`config.mk`:
```
export PLATFORM = sky130hd
export DESIGN_NAME = lcdseq_frame_ctrl
export DESIGN_NICKNAME = d
export VERILOG_FILES = /design/src/rtl/lcdseq_pkg.sv /design/src/rtl/lcdseq_hdr_decode.sv /design/src/rtl/lcdseq_fit_check.sv /design/src/rtl/lcdseq_addr_window.sv /design/src/rtl/lcdseq_frame_ctrl.sv
export SDC_FILE = /design/constraint.sdc
export NUM_CORES = 1
export LEC_CHECK = 0
export BUFFER_PORTS_ARGS = -buffer_cell sky130_fd_sc_hd__buf_2
export CAP_MARGIN = 40
export CORE_MARGIN = 2
export CORE_UTILIZATION = 58
export DETAILED_ROUTE_END_ITERATION = 8
export HOLD_SLACK_MARGIN = 0.02
export PLACE_DENSITY_LB_ADDON = 0.08
export SYNTH_ARGS = -nofsm -noshare
export SYNTH_HDL_FRONTEND = slang
export SYNTH_SLANG_ARGS = --single-unit
export TNS_END_PERCENT = 100
```
`constraint.sdc`:
```
create_clock -name clk -period 10.4 [get_ports clk]
set_clock_uncertainty 0.15 [all_clocks]
set_input_delay 2.6 -clock clk [delete_from_list [all_inputs] [get_ports clk]]
set_output_delay 2.6 -clock clk [all_outputs]
set_load 0.01 [all_outputs]
```
`src/rtl/lcdseq_pkg.sv`:
```
package lcdseq_pkg;
  typedef enum logic [2:0] {
    ST_OFF, ST_PAL_REQ, ST_PAL_WAIT, ST_WAIT_TICK,
    ST_HDR_REQ, ST_HDR_WAIT, ST_CALC, ST_EMIT
  } seq_state_e;

  localparam logic [1:0] LM_NO_FRAME = 2'd1;
  localparam logic [1:0] LM_NO_PAL   = 2'd2;
  localparam logic [1:0] IDX_IDLE    = 2'b11;

  // log2 of the pixel depth for a header code; 0 marks an abort code
  function automatic logic [2:0] depth_log(input logic [2:0] code);
    case (code)
      3'd0:    depth_log = 3'd0;
      3'd1:    depth_log = 3'd1;
      3'd2:    depth_log = 3'd2;
      3'd3:    depth_log = 3'd3;
      default: depth_log = 3'd4;
    endcase
  endfunction
endpackage

```
`src/rtl/lcdseq_hdr_decode.sv`:
```
module lcdseq_hdr_decode
  import lcdseq_pkg::*;
#(
  parameter int OFS_W = 10
) (
  input  logic [2:0]       code,
  input  logic [1:0]       load_mode,
  output logic             abort,
  output logic [2:0]       bpp_log,
  output logic [4:0]       bpp,
  output logic [OFS_W-1:0] offset
);
  localparam logic [OFS_W-1:0] OFS_BIG   = OFS_W'(10'h200);
  localparam logic [OFS_W-1:0] OFS_SMALL = OFS_W'(10'h020);

  always_comb begin
    abort   = (code == 3'd0);
    bpp_log = depth_log(code);
    bpp     = 5'd1 << bpp_log;
    if (load_mode == LM_NO_PAL)
      offset = '0;
    else if (code >= 3'd3)
      offset = OFS_BIG;
    else
      offset = OFS_SMALL;
  end
endmodule

```
`src/rtl/lcdseq_fit_check.sv`:
```
module lcdseq_fit_check #(
  parameter int ADDR_W = 32,
  parameter int DIM_W  = 10,
  parameter int OFS_W  = 10
) (
  input  logic [DIM_W-1:0]  width_m1,
  input  logic [DIM_W-1:0]  height_m1,
  input  logic [2:0]        bpp_log,
  input  logic [OFS_W-1:0]  offset,
  input  logic [ADDR_W-1:0] top,
  input  logic [ADDR_W-1:0] bot,
  output logic              fits,
  output logic [DIM_W:0]    height,
  output logic [DIM_W+1:0]  stride,
  output logic [ADDR_W-1:0] base
);
  localparam int PIX_W   = 2 * (DIM_W + 1);
  localparam int SH_W    = PIX_W + 4;
  localparam int BYTES_W = SH_W - 3;
  localparam int WIDEST  = (ADDR_W > SH_W) ? ADDR_W : SH_W;
  localparam int CMP_W   = WIDEST + 3;

  logic [DIM_W:0]         width;
  logic [PIX_W-1:0]       pixels;
  logic [SH_W-1:0]        pix_bits;
  logic [BYTES_W-1:0]     bytes;
  logic [DIM_W+4:0]       line_bits;
  logic signed [CMP_W-1:0] need, room;

  always_comb begin
    width     = {1'b0, width_m1} + 1'b1;
    height    = {1'b0, height_m1} + 1'b1;
    pixels    = PIX_W'(width) * PIX_W'(height);
    pix_bits  = {4'b0, pixels} << bpp_log;
    bytes     = pix_bits[SH_W-1:3];
    line_bits = {4'b0, width} << bpp_log;
    stride    = line_bits[DIM_W+4:3];
    need      = $signed(CMP_W'(offset) + CMP_W'(bytes));
    room      = $signed(CMP_W'(bot)) - $signed(CMP_W'(top)) + $signed(CMP_W'(2));
    fits      = (need <= room);
    base      = top + ADDR_W'(offset);
  end
endmodule

```
`src/rtl/lcdseq_addr_window.sv`:
```
module lcdseq_addr_window #(
  parameter int                ADDR_W = 32,
  parameter int                NUM    = 4,
  parameter logic [ADDR_W-1:0] LO     = '0,
  parameter logic [ADDR_W-1:0] HI     = '1
) (
  input  logic [NUM*ADDR_W-1:0] addrs,
  input  logic [NUM-1:0]        check,
  output logic                  all_ok
);
  logic [NUM-1:0] bad;

  for (genvar g = 0; g < NUM; g++) begin : g_win
    logic [ADDR_W-1:0] a;
    assign a      = addrs[g*ADDR_W +: ADDR_W];
    assign bad[g] = check[g] && ((a < LO) || (a > HI));
  end

  assign all_ok = ~|bad;
endmodule

```
`src/rtl/lcdseq_frame_ctrl.sv`:
```
module lcdseq_frame_ctrl
  import lcdseq_pkg::*;
#(
  parameter int                ADDR_W = 32,
  parameter int                DIM_W  = 10,
  parameter int                HDR_W  = 16,
  parameter logic [ADDR_W-1:0] MEM_LO = ADDR_W'(32'h1000_0000),
  parameter logic [ADDR_W-1:0] MEM_HI = ADDR_W'(32'h1FFF_FFFF)
) (
  input  logic              clk,
  input  logic              rst_n,
  input  logic              cfg_enable,
  input  logic [1:0]        cfg_load_mode,
  input  logic              cfg_tft,
  input  logic              cfg_dual,
  input  logic [DIM_W-1:0]  cfg_width_m1,
  input  logic [DIM_W-1:0]  cfg_height_m1,
  input  logic              cfg_sub_en,
  input  logic              cfg_sub_from_top,
  input  logic [DIM_W-1:0]  cfg_sub_lines,
  input  logic [1:0]        cfg_irq_mask,
  input  logic [1:0]        cfg_dma_mask,
  input  logic [ADDR_W-1:0] buf0_top,
  input  logic [ADDR_W-1:0] buf0_bot,
  input  logic [ADDR_W-1:0] buf1_top,
  input  logic [ADDR_W-1:0] buf1_bot,
  input  logic              frame_tick,
  output logic              hdr_req_valid,
  input  logic              hdr_req_ready,
  output logic [ADDR_W-1:0] hdr_req_addr,
  input  logic              hdr_rsp_valid,
  output logic              hdr_rsp_ready,
  input  logic [HDR_W-1:0]  hdr_rsp_data,
  output logic              out_valid,
  input  logic              out_ready,
  output logic [ADDR_W-1:0] out_base,
  output logic [4:0]        out_bpp,
  output logic              out_rgb12,
  output logic [DIM_W-1:0]  out_first_line,
  output logic [DIM_W:0]    out_line_count,
  output logic [DIM_W+1:0]  out_stride,
  output logic              out_frame,
  output logic              lcd_on,
  output logic              frame_done,
  output logic              palette_done,
  output logic              sync_error,
  output logic              irq,
  output logic [2:0]        dma_cond_set,
  output logic              dma_irq
);
  localparam int OFS_W    = 10;
  localparam int CODE_LSB = 12;

  seq_state_e        state;
  logic              en_q;
  logic [1:0]        cur_idx;
  logic [2:0]        code_q;
  logic [ADDR_W-1:0] req_addr_q;

  logic              en_rise, en_fall;
  logic              bufs_ok;
  logic [ADDR_W-1:0] cur_top, cur_bot;
  logic              dec_abort;
  logic [2:0]        dec_log;
  logic [4:0]        dec_bpp;
  logic [OFS_W-1:0]  dec_ofs;
  logic              fit_ok;
  logic [DIM_W:0]    fit_height;
  logic [DIM_W+1:0]  fit_stride;
  logic [ADDR_W-1:0] fit_base;
  logic              unused_hdr_bits;

  assign en_rise = cfg_enable && !en_q;
  assign en_fall = !cfg_enable && en_q;
  assign cur_top = cur_idx[0] ? buf1_top : buf0_top;
  assign cur_bot = cur_idx[0] ? buf1_bot : buf0_bot;
  assign unused_hdr_bits = ^{hdr_rsp_data[HDR_W-1:CODE_LSB+3], hdr_rsp_data[CODE_LSB-1:0]};

  lcdseq_addr_window #(
    .ADDR_W (ADDR_W),
    .NUM    (4),
    .LO     (MEM_LO),
    .HI     (MEM_HI)
  ) u_window (
    .addrs  ({buf1_bot, buf1_top, buf0_bot, buf0_top}),
    .check  ({cfg_dual, cfg_dual, 2'b11}),
    .all_ok (bufs_ok)
  );

  lcdseq_hdr_decode #(.OFS_W(OFS_W)) u_decode (
    .code      (code_q),
    .load_mode (cfg_load_mode),
    .abort     (dec_abort),
    .bpp_log   (dec_log),
    .bpp       (dec_bpp),
    .offset    (dec_ofs)
  );

  lcdseq_fit_check #(
    .ADDR_W (ADDR_W),
    .DIM_W  (DIM_W),
    .OFS_W  (OFS_W)
  ) u_fit (
    .width_m1  (cfg_width_m1),
    .height_m1 (cfg_height_m1),
    .bpp_log   (dec_log),
    .offset    (dec_ofs),
    .top       (cur_top),
    .bot       (cur_bot),
    .fits      (fit_ok),
    .height    (fit_height),
    .stride    (fit_stride),
    .base      (fit_base)
  );

  assign hdr_req_valid = (state == ST_PAL_REQ) || (state == ST_HDR_REQ);
  assign hdr_req_addr  = req_addr_q;
  assign hdr_rsp_ready = (state == ST_PAL_WAIT) || (state == ST_HDR_WAIT);
  assign irq = (frame_done && cfg_irq_mask[0]) || (palette_done && cfg_irq_mask[1]) || sync_error;

  always_ff @(posedge clk or negedge rst_n) begin
    if (!rst_n) begin
      state          <= ST_OFF;
      en_q           <= 1'b0;
      cur_idx        <= IDX_IDLE;
      code_q         <= 3'd0;
      req_addr_q     <= '0;
      lcd_on         <= 1'b0;
      frame_done     <= 1'b0;
      palette_done   <= 1'b0;
      sync_error     <= 1'b0;
      dma_cond_set   <= 3'b000;
      dma_irq        <= 1'b0;
      out_valid      <= 1'b0;
      out_base       <= '0;
      out_bpp        <= '0;
      out_rgb12      <= 1'b0;
      out_first_line <= '0;
      out_line_count <= '0;
      out_stride     <= '0;
      out_frame      <= 1'b0;
    end else begin
      en_q         <= cfg_enable;
      dma_cond_set <= 3'b000;
      dma_irq      <= 1'b0;
      if (en_fall) begin
        state      <= ST_OFF;
        lcd_on     <= 1'b0;
        cur_idx    <= IDX_IDLE;
        sync_error <= 1'b0;
        out_valid  <= 1'b0;
        if (cfg_load_mode != LM_NO_FRAME) frame_done <= 1'b1;
      end else if (en_rise) begin
        frame_done   <= 1'b0;
        palette_done <= 1'b0;
        if (bufs_ok) begin
          lcd_on     <= 1'b1;
          cur_idx    <= 2'd0;
          req_addr_q <= buf0_top;
          state      <= (cfg_load_mode == LM_NO_PAL) ? ST_WAIT_TICK : ST_PAL_REQ;
        end else begin
          dma_cond_set <= 3'b100;
          dma_irq      <= cfg_dma_mask[1];
        end
      end else begin
        case (state)
          ST_PAL_REQ:  if (hdr_req_ready) state <= ST_PAL_WAIT;
          ST_PAL_WAIT: if (hdr_rsp_valid) begin
            code_q       <= hdr_rsp_data[CODE_LSB +: 3];
            palette_done <= 1'b1;
            state        <= ST_WAIT_TICK;
          end
          ST_WAIT_TICK: if (frame_tick && cfg_load_mode != LM_NO_FRAME) begin
            req_addr_q <= cur_top;
            state      <= (cfg_load_mode == LM_NO_PAL) ? ST_CALC : ST_HDR_REQ;
          end
          ST_HDR_REQ:  if (hdr_req_ready) state <= ST_HDR_WAIT;
          ST_HDR_WAIT: if (hdr_rsp_valid) begin
            code_q <= hdr_rsp_data[CODE_LSB +: 3];
            state  <= ST_CALC;
          end
          ST_CALC: begin
            if (dec_abort) begin
              state <= ST_WAIT_TICK;
            end else if (!fit_ok) begin
              sync_error <= 1'b1;
              lcd_on     <= 1'b0;
              cur_idx    <= IDX_IDLE;
              state      <= ST_OFF;
            end else begin
              out_valid      <= 1'b1;
              out_base       <= fit_base;
              out_bpp        <= dec_bpp;
              out_rgb12      <= (dec_log == 3'd4) && !cfg_tft;
              out_stride     <= fit_stride;
              out_frame      <= cur_idx[0];
              out_first_line <= (cfg_sub_en && cfg_sub_from_top) ? cfg_sub_lines : '0;
              out_line_count <= (cfg_sub_en && !cfg_sub_from_top) ? {1'b0, cfg_sub_lines}
                                                                   : fit_height;
              dma_cond_set   <= cur_idx[0] ? 3'b010 : 3'b001;
              dma_irq        <= cfg_dma_mask[0];
              if (cfg_dual) cur_idx <= {1'b0, ~cur_idx[0]};
              state          <= ST_EMIT;
            end
          end
          ST_EMIT: if (out_ready) begin
            out_valid <= 1'b0;
            state     <= ST_WAIT_TICK;
          end
          default: state <= ST_OFF;
        endcase
      end
    end
  end
endmodule

```
# Yosys cells after proc, flatten, opt, wreduce, memory -nomap -nowiden
# Index checks and enable logic that the tools add are counted.
[totals]
output_inout_bits = 116
ff_bits = 121
input_bits = 191
[classes]
bitwise = 4
mux = 68
n_eq_ne = 31
reduce_logical = 43
multipliers = 1
add_sub_neg = 6
n_shift = 3
n_lt_le_gt_ge = 10
[op_table]
columns = ["operator", "n"]
rows = [
  ["$mux 32", 6],
  ["$gt 32x29->1 const B", 4],
  ["$lt 32x29->1 const B", 4],
  ["$mux 3", 14],
  ["$add 35x3->35 const B", 1],
  ["$le 35x35->1", 1],
  ["$mux 1", 35],
  ["$sub 32x32->33", 1],
  ["$add 32x10->32", 1],
  ["$mux 10", 3],
  ["$ne 4x4->1 const B", 7],
  ["$shl 22x3->26", 1],
  ["$add 10x23->24", 1],
  ["$add 10x1->11 const B", 2],
  ["$mul 11x11->22", 1],
  ["$pmux 3 s7", 1],
  ["$reduce_and 4->1", 5],
  ["$ne 3x3->1 const B", 6],
  ["$eq 3x3->1 const B", 5],
  ["$shl 11x3->15", 1],
  ["$eq 3x2->1 const B", 4],
  ["$mux 2", 6],
  ["$pmux 3 s4", 1],
  ["$reduce_bool 2->1", 6],
  ["20 further kinds", 49],
]

# Logic depth before layout (Yosys ltp)
# Gate-level depths: netlist of run 1.
[logic_depth]
ltp_word = 10
ltp_mapped = 48
mapped_depth_nobuf = 43

# By module
# Synthesis of run 1 repeated with hierarchy kept, for this count alone.
[hier_totals]
hier_cells = 2118
hier_area_um2 = 16977.5
[by_module_without_submodules]
columns = ["module", "cells_each", "seq_area_each_um2", "instances", "area_each_um2"]
rows = [
  ["lcdseq_fit_check", 1474, 0.0, 1, 10627.7],
  ["lcdseq_frame_ctrl", 616, 3029.2, 1, 6143.4],
  ["lcdseq_hdr_decode", 22, 0.0, 1, 142.6],
  ["lcdseq_addr_window", 6, 0.0, 1, 63.8],
]

# Least setup slack after synthesis of run 1
# Ideal clock, no wire load.
[synth_timing]
path_type = "input to register"
startpoint = "input port cfg_width_m1[0]"
endpoint = "register out_base[0]"
required_ps = 10125
path_slack_ps = -1662
t_arrival_ps = 11787
cell_stages = 45
setup_ps = 125
path_cell_list = "ha_1 > inv_1 > or3_1 > xnor2_1 > nand2_1 > fa_1 > fa_1 > fa_1 > inv_1 > fa_1 > inv_1 > fa_1 > inv_1 > ha_1 > clkbuf_1 > a21o_1 > a21oi_1 > o21ai_0 > (+9 left out) > or2_2 > clkbuf_1 > o21bai_1 > o21ai_0 > o211ai_1 > ha_1 > nand4_1 > nor4_1 > o21ai_0 > o2111ai_1 > o221ai_1 > a211o_1 > nor3_2 > o2bb2ai_2 > nor4_4 > buf_6 > buf_6 > mux2_4"
[synth_via]
elab_chain_len = 6
[synth_rtl]
columns = ["item", "line_no", "source"]
rows = [
  ["from (decl)", "lcdseq_frame_ctrl.sv:16", "input logic [DIM_W-1:0] cfg_width_m1,"],
  ["$add 10x1->11", "lcdseq_fit_check.sv:31", "width = {1'b0, width_m1} + 1'b1;"],
  ["$mul 11x11->22", "lcdseq_fit_check.sv:33", "pixels = PIX_W'(width) * PIX_W'(height);"],
  ["$shl 22x3->26", "lcdseq_fit_check.sv:34", "pix_bits = {4'b0, pixels} << bpp_log;"],
  ["$add 10x23->24", "lcdseq_fit_check.sv:38", "need = $signed(CMP_W'(offset) + CMP_W'(bytes));"],
  ["$le 35x35->1", "lcdseq_fit_check.sv:40", "fits = (need <= room);"],
  ["$reduce_and 5->1 (no source line)", "-", ""],
  ["to (signal assigned)", "lcdseq_frame_ctrl.sv:192", "out_base <= fit_base;"],
  ["to (decl)", "lcdseq_frame_ctrl.sv:36", "output logic [ADDR_W-1:0] out_base,"],
]
# Every way passes these cells.
# A chain may end at the register's enable or synchronous reset.

# Worst setup path in the final report of run 1
[layout_timing]
startpoint = "input port cfg_width_m1[4]"
endpoint = "register out_stride[0]"
[layout_via]
elab_chain_len = 6
elab_cells_between_ends = 7
cone_classes = "add/sub: 2; mul: 1; order compare: 1; shift: 2; reduce/logical: 1"
[layout_rtl]
columns = ["item", "line_no", "source"]
rows = [
  ["$add 10x1->11 *", "lcdseq_fit_check.sv:31", ""],
  ["$mul 11x11->22", "lcdseq_fit_check.sv:33", ""],
  ["$shl 22x3->26", "lcdseq_fit_check.sv:34", ""],
  ["$add 10x23->24", "lcdseq_fit_check.sv:38", ""],
  ["$le 35x35->1", "lcdseq_fit_check.sv:40", ""],
  ["$reduce_and 5->1 (no source line)", "-", ""],
  ["to (signal assigned)", "lcdseq_frame_ctrl.sv:195", "out_stride <= fit_stride;"],
  ["to (decl)", "lcdseq_frame_ctrl.sv:41", "output logic [DIM_W+1:0] out_stride,"],
]
# Every way passes the cells marked *; elsewhere a longest branch is shown, timed or not.

==> metrics.txt, run 1 <==
WS Path Type=in -> reg; Register-to-Register Setup Slack=2.45 ns; Layout Nets=2745; Max Slew Vio Count=0; Warnings, synthesis=0; Mapped Cells=1835; # clock sinks=121; Hold Buf Count CTS=0; Worst IR Drop VDD=339 uV; crit share post-route=111%; gr ovfl total=0; total wire length=58.3 mm; hold depth=1; TritonRoute pass-1 iters=5; actual slew at the worst max-slew pin=0.868 ns; area leader, netlist=dfrtp_1; cells on worst reg2reg path=25; Tot GR Track Use=38.7%; starting DRC count in detailed routing=1316; I/O pin count=307; largest net degree at the start of global routing=69; worst setup margin=-1.17 ns; RR Endpoint=out_stride[0]$_DFFE_PN0P_; Final Total Pwr=8450 uW; WL/cell=21.6 um; RSZ-0062 raised after global routing=true; Syn Area/Cell=8.60 um2; pre-CTS setup slack=-1.75 ns; worst r2r src=cur_idx[0]$_DFFE_PN1P_; worst skew pair latency=0.45 ns; Final setup viols=82; WP data required=10.58 ns; Distinct cells, synth=93; initial antenna violation count=4; register bit count reported by yosys=121; Post-synth ARST share=100%; Die W=169 um; Port-buffer cells=293; H-tree depth=4; remaining antenna violation count after routing=0; Core Area=0.0268 mm2; root buf cell=clkbuf_16; Crit. End Element=register; P per Cell Area=400 mW/mm2; final hold vios=0; Core Rows=60; max_cap viols=0; Initial Utilization=58.9%; clk slew on worst S/H paths=0.07 ns; first-pass GRT wire length=86.6 mm; Top FF cell, synth=dfrtp_1; chip height=169 um; cell area after layout=0.0211 mm2; hold wc startpoint=out_base[14]$_DFFE_PN0P_; Clock Tree Buf Depth=2; EDFF count, synth=0; CP max-delay cell=fa_1; routed via count=16500; post-synth top area share=19.0%; Crit path max-delay family=adder cells; post-synthesis sequential area ratio=19.2%; hold crit path type=reg -> reg; Layout area overhead=34.0%; Util after Layout=78.9%; crit path max fanout=7; Min-Delay Endpoint=out_base[14]$_DFFE_PN0P_; violated checks=negative setup slack; Rel. slew slack=42.0%; CP Buf/Inv Count=9; RePlAce Congestion=0.990; ranking of synthesized cells by area=dfrtp_1, fa_1, ha_1, mux2_2, nand2_1; Via density=6.12; max incr delay on CP=0.56 ns; total CTS buffers=17; status=finished, violations left; vias in the first global route=16500; drc violations=0; die area=0.0285 mm2; HPWL after detailed placement=42.9 mm; clock tree from TritonCTS=done; Final Critical Period=11.57 ns; type of origin of the critical path=primary input; top-count cell post-synth=nand2_1; fmax=86.4 MHz; Syn Nets=2234; dpl cell area=0.0193 mm2; Hold Slack=0.353 ns; Static Leak=0.0103 uW; Critical Path AT=11.75 ns; share of layout cells above drive strength 1=37.2%; Post-synth top cells=nand2_1, nor2_1, inv_1; Mapped Area=0.0158 mm2
==> routing by layer <==
| layer | wire length (um) | track usage, % | part of all wire [%] |
|---|---|---|---|
| met5 | 10 | 0 | 0.017 |
| met2 | 29500 | 71.2 | 51 |
| met4 | 4400 | 22.0 | 7.5 |
| met1 | 20400 | 41.8 | 35 |
| met3 | 4030 | 7.11 | 6.9 |
==> flip-flops by register name, indices dropped and copies added, names as in the netlist <==
signal          count
code_q              3
cur_idx             1
dma_cond_set        3
dma_irq             1
en_q                1
frame_done          1
hdr_req_addr       32
lcd_on              1
out_base           32
out_bpp             5
out_first_line     10
out_frame           1
out_line_count     11
out_rgb12           1
out_stride         12
out_valid           1
palette_done        1
state               3
sync_error          1
==> area by class of cell <==
class / instances / area (um2)
clock inverter: 15 / 176
multi-input combinational: 1495 / 12700
tap: 341 / 427
inverter: 140 / 526
clock buffer: 17 / 425
fill: 1833 / 5670
sequential: 121 / 3030
timing repair buffer: 571 / 3810
antenna: 3 / 7.51
==> how the worst max path moves through the flow <==
| stage | startpoint | to | slack, ns | depth (start not counted) |
|---|---|---|---|---|
| 6_report | cfg_width_m1[4] | out_stride[0]$_DFFE_PN0P_ | -1.17 | 41 |
| 5_1_grt | cfg_height_m1[0] | out_bpp[1]$_DFFE_PN0P_ | -1.61 | 44 |
| 4_1_cts | cfg_width_m1[0] | out_base[14]$_DFFE_PN0P_ | -0.96 | 39 |
| 3_5_place_dp | cfg_width_m1[1] | out_line_count[5]$_DFFE_PN0P_ | -1.75 | 42 |
| 3_3_place_gp | cfg_width_m1[1] | out_first_line[9]$_DFFE_PN0P_ | -1.70 | 40 |
| 2_1_floorplan | cfg_width_m1[1] | out_base[0]$_DFFE_PN0P_ | -1.02 | 45 |
==> where the power goes <==
group,internal (uW),leakage (uW),switching (uW)
registers,656,0.00155,165
clock network,363,0.000295,286
logic,3370,0.00847,3620
==> cells by family after synthesis <==
kind of cell,after synthesis,share of synthesized area (%)
compound gates,372,15.6
xor+xnor,127,7.05
fa+ha+maj,208,20.4
buf+inv,219,5.55
flops,121,19.2
mux,179,13.4
simple gates,609,18.8
==> stage by stage <==
| stage | std cells | setup TNS (ns) |
|---|---|---|
| 2_1_floorplan | 1835 | -75.72 |
| 3_3_place_gp | 2617 | -131.55 |
| 3_5_place_dp | 2620 | -135.94 |
| 4_1_cts | 2688 | -72.40 |
| 5_1_grt | 2701 | -123.78 |
| 6_report | 2703 | -87.15 |
==> layout by cell type, fill, tap and decap left out, types with 19 or more instances in the layout <==
cell type,n
o21ai_0,96
mux2_4,51
a21o_1,26
nand4_1,28
mux2_2,87
o211ai_1,19
a21oi_1,72
nand3_1,24
inv_1,133
nand2b_1,21
nor3_1,28
xor2_1,49
nand2_1,209
xnor2_1,61
nor2_1,138
fa_1,77
and3_1,20
mux2i_1,38
buf_4,255
nor2b_1,25
ha_1,115
dfrtp_1,120
buf_2,286
==> repair_timing <==
item	in CTS	in global routing
resized for setup	92	63
pin swaps	51	41
setup endpoints to repair	82	82
setup buffers	34	12
gates cloned	3	0
endpoints found under the hold margin	0	0
Note: power is estimated with default switching activity, not from simulation.
==> run 2: changes to the inputs <==
Settings changed: ABC_AREA set to 1.
==> metrics.txt, run 2 <==
status=did not finish (was finished, violations left); Fail Step=global routing (5_1_grt); stop err=[ERROR GRT-0232] Routing congestion too high. Check the congestion heatmap in the GUI.; RePlAce Congestion=1.00 (was 0.990); Core Rows=61 (was 60); Port-buffer cells=293 (unchanged); Warnings, synthesis=0 (unchanged); worst ep type=register input; Mapped Area=0.0165 mm2 (was 0.0158 mm2); HPWL after detailed placement=48.9 mm (was 42.9 mm); gr ovfl total=45; ranking of synthesized cells by area=nand2_1, dfrtp_1, fa_1, ha_1, inv_1 (was dfrtp_1, fa_1, ha_1, mux2_2, nand2_1); register bit count reported by yosys=121 (unchanged); total CTS buffers=17 (unchanged); area leader, netlist=nand2_1 (was dfrtp_1); chip height=173 um (was 169 um); H-tree depth=4 (unchanged); initial antenna violation count=28; Syn Nets=3026 (was 2234); EDFF count, synth=0 (unchanged); root buf cell=clkbuf_16 (unchanged); largest net degree at the start of global routing=71; Top FF cell, synth=dfrtp_1 (unchanged); Tot GR Track Use=71.8%; Initial Utilization=59.1% (was 58.9%); Hold Buf Count CTS=0 (unchanged); Mapped Cells=2627 (was 1835); Clock Tree Buf Depth=2 (unchanged); I/O pin count=307 (unchanged); post-synthesis sequential area ratio=18.4% (was 19.2%); Distinct cells, synth=53 (was 93); Post-synth ARST share=100% (unchanged); # clock sinks=121 (unchanged); post-synth top area share=20.2% (was 19.0%); Post-synth top cells=nand2_1, inv_1, nor2_1 (was nand2_1, nor2_1, inv_1); worst_ep grt=out_line_count[10]$_DFFE_PN0P_/D; top-count cell post-synth=nand2_1 (unchanged); Syn Area/Cell=6.27 um2 (was 8.60 um2); Die W=173 um (was 169 um)
[run 2: metal layers]
| layer | GRT overflow | GRT usage (%) |
|---|---|---|
| met5 | 3 | 31.6 |
| met4 | 16 | 58.2 |
| met3 | 3 | 57.8 |
| met2 | 23 | 89.3 |
| met1 | 0 | 75.0 |
[run 2: cells by family after synthesis]
group	Yosys count	share of synthesized area, %
adder cells (fa/ha/maj)	208	19.5
buffers and inverters	481	11.6
XOR/XNOR	62	3.30
AND/OR/NAND/NOR	1424	35.6
flip-flops	121	18.4
multiplexers	14	0.851
AO/OA/AOI/OAI	317	10.8
[run 2: repair_timing]
| item | CTS |
|---|---|
| pin swaps | 87 |
| resized for setup | 236 |
| gates cloned | 8 |
| endpoints found under the setup margin | 82 |
| setup buffers | 39 |
[run 2: per-stage QoR]
step                      std cells  setup WS, ns  instance area, um2  setup TNS (ns)  utilization (%)
after floorplan                2627       0.00379               16600               0                -
after global placement         3435         -1.13               19800          -87.56             70.9
after detailed placement       3438         -1.28               19800          -99.42             71.1
after CTS                      3517        -0.354               21700          -23.56             77.7
==> run 3: changes to the inputs <==
Settings changed: CORE_UTILIZATION 58 to 40, HOLD_SLACK_MARGIN 0.02 to not set, PLACE_DENSITY_LB_ADDON 0.08 to 0.15.
==> metrics.txt, run 3 <==
status=finished, violations left (was did not finish); violated checks=negative setup slack; Top FF cell, synth=dfrtp_1 (unchanged); worst skew pair latency=0.42 ns; WS Path Type=in -> reg; Rel. slew slack=37.1%; Core Area=0.0407 mm2; drc violations=0; top-count cell post-synth=nand2_1 (unchanged); Final setup viols=82; share of layout cells above drive strength 1=29.1%; GR Util met1=40.5%; root buf cell=clkbuf_16 (unchanged); HPWL after detailed placement=51.1 mm (was 48.9 mm); I/O pin count=307 (unchanged); post-synthesis sequential area ratio=18.4% (unchanged); Syn Area/Cell=6.27 um2 (unchanged); RePlAce Congestion=0.926 (was 1.00); fmax=92.6 MHz; gr ovfl total=0; clock tree from TritonCTS=done; Initial Utilization=40.4% (was 59.1%); CP Buf/Inv Count=17; Critical Path AT=10.95 ns; crit path max fanout=7; largest net degree at the start of global routing=68; Post-synth ARST share=100% (unchanged); hold crit path type=reg -> reg; routed via count=18900; starting DRC count in detailed routing=1523; chip height=207 um (was 173 um); Placed Cells=3618 (was 3438); EDFF count, synth=0 (unchanged); Tot GR Track Use=28.6%; WP data required=10.55 ns; actual slew at the worst max-slew pin=0.934 ns; Most Used Layer, Global Route=met2; Hold Slack=0.319 ns; Final Critical Period=10.80 ns; Hold Buf Count CTS=0 (unchanged); CP dominant cell by count=buf_4; Post-synth top cells=nand2_1, inv_1, nor2_1 (unchanged); # fillers=4054; Worst IR Drop VDD=287 uV; Warnings, synthesis=0 (unchanged); Die W=207 um (was 173 um); post-synth top area share=20.2% (unchanged); remaining antenna violation count after routing=0; fin cells=3721; ranking of synthesized cells by area=nand2_1, dfrtp_1, fa_1, ha_1, inv_1 (unchanged); CP max-delay cell=fa_2; TritonRoute pass-1 iters=6; WL/cell=17.0 um; total CTS buffers=17 (unchanged); first-pass GRT wire length=95.2 mm; Layout area overhead=37.5%; # clock sinks=121 (unchanged); Crit path max-delay family=adder cells; Layout Nets=3571; M2 GR Usage=45.6%; RSZ-0062 raised after global routing=true; P per Cell Area=420 mW/mm2; max incr delay on CP=0.59 ns; Distinct cells, synth=53 (unchanged); met3 Use GR=4.19%; Mapped Area=0.0165 mm2 (unchanged); area leader, netlist=nand2_1 (unchanged); total wire length=63.3 mm; Port-buffer cells=293 (unchanged); initial antenna violation count=4; Mapped Cells=2627 (unchanged); max_cap viols=0; commonest non-fill, non-tap cell in the layout=nand2_1; worst setup margin=-0.403 ns; Syn Nets=3026 (unchanged); register bit count reported by yosys=121 (unchanged); Max Slew Vio Count=0; most frequent cells in the layout=nand2_1, inv_1, buf_2, buf_4, nor2_1; Static Leak=0.0125 uW; die area=0.0428 mm2; H-tree depth=4 (unchanged); Crit. End Element=register; final hold vios=0; clk slew on worst S/H paths=0.06 ns; Via density=5.08; Clock Tree Buf Depth=2 (unchanged); type of origin of the critical path=primary input; vias in the first global route=17700; Core Rows=74 (was 61); crit share post-route=104%
==> run 3: cell counts after synthesis <==
No cell type changed its count.
==> run 3: timing repair <==
| action | 4_1_cts | 5_1_grt |
|---|---|---|
| hold endpoints to repair | 0 | 0 |
| cloned | 2 | 0 |
| pin swaps | 91 | 122 |
| buffers inserted | 40 | 26 |
| setup endpoints to repair | 82 | 82 |
| gates resized for setup | 137 | 175 |
==> run 3: final timing paths <==
kind,start,endpoint,slack [ns],depth (start not counted)
hold reg to reg,out_valid$_DFFE_PN0P_,out_valid$_DFFE_PN0P_,0.32,2
setup / recovery,cfg_width_m1[1],dma_irq$_DFF_PN0_,-0.40,59
max in group asynchronous,rst_n,out_stride[2]$_DFFE_PN0P_,6.99,3
setup reg to reg,code_q[2]$_DFFE_PN0P_,out_line_count[9]$_DFFE_PN0P_,2.46,44
min in group asynchronous,rst_n,out_base[28]$_DFFE_PN0P_,2.07,1
hold / removal,out_valid$_DFFE_PN0P_,out_valid$_DFFE_PN0P_,0.32,2
==> run 3: layout make-up <==
type / instances / area [um2] / share of cell area, %
diodes: 4 / 10.0 / 0.0442
clock buffers: 18 / 439 / 1.94
clock inverters: 14 / 210 / 0.928
inverters: 417 / 1590 / 7.01
multi-input cells: 2025 / 12800 / 56.4
flip-flops and latches: 121 / 3030 / 13.4
well taps: 532 / 666 / 2.94
repair buffers: 590 / 3950 / 17.4
==> run 3: power by group <==
group	leakage, uW	internal [uW]	switching (uW)	total, uW
sequential	0.00155	634	116	750
combinational	0.0106	3450	4660	8110
clock	0.000318	414	239	653
==> run 3: kinds of logic after synthesis <==
logic type	Yosys count	share of synthesized area (%)
AO/OA/AOI/OAI	317	10.8
XOR/XNOR	62	3.30
adder cells (fa/ha/maj)	208	19.5
buffers and inverters	481	11.6
flip-flops	121	18.4
multiplexers	14	0.851
AND/OR/NAND/NOR	1424	35.6
==> run 3: tightest hold or removal path, cell delays in order (launching register included) <==
cell and delay [ns]:
dfrtp_1 0.34, nand2_1 0.05, nand2_1 0.04
==> run 3: per-stage QoR <==
step / TNS (ns) / utilization [%] / total power (uW) / setup slack [ns] / area [um2]
after floorplan: 0 / - / 4970 / 0.00379 / 16600
after CTS: -20.43 / 53.5 / 8800 / -0.315 / 21800
after global placement: -95.43 / 49.3 / 7270 / -1.21 / 20100
final: -26.67 / 55.6 / 9510 / -0.403 / 22700
after detailed placement: -95.12 / 49.6 / 7390 / -1.22 / 20200
after global routing: -61.56 / 55.6 / 10500 / -0.810 / 22700
==> run 3: routing by layer <==
layer / up-vias / part of all wire (%)
li1: 9358 / -
met1: 8860 / 45
met2: 615 / 46
met3: 83 / 7.0
met4: 0 / 2.2
met5: - / 0
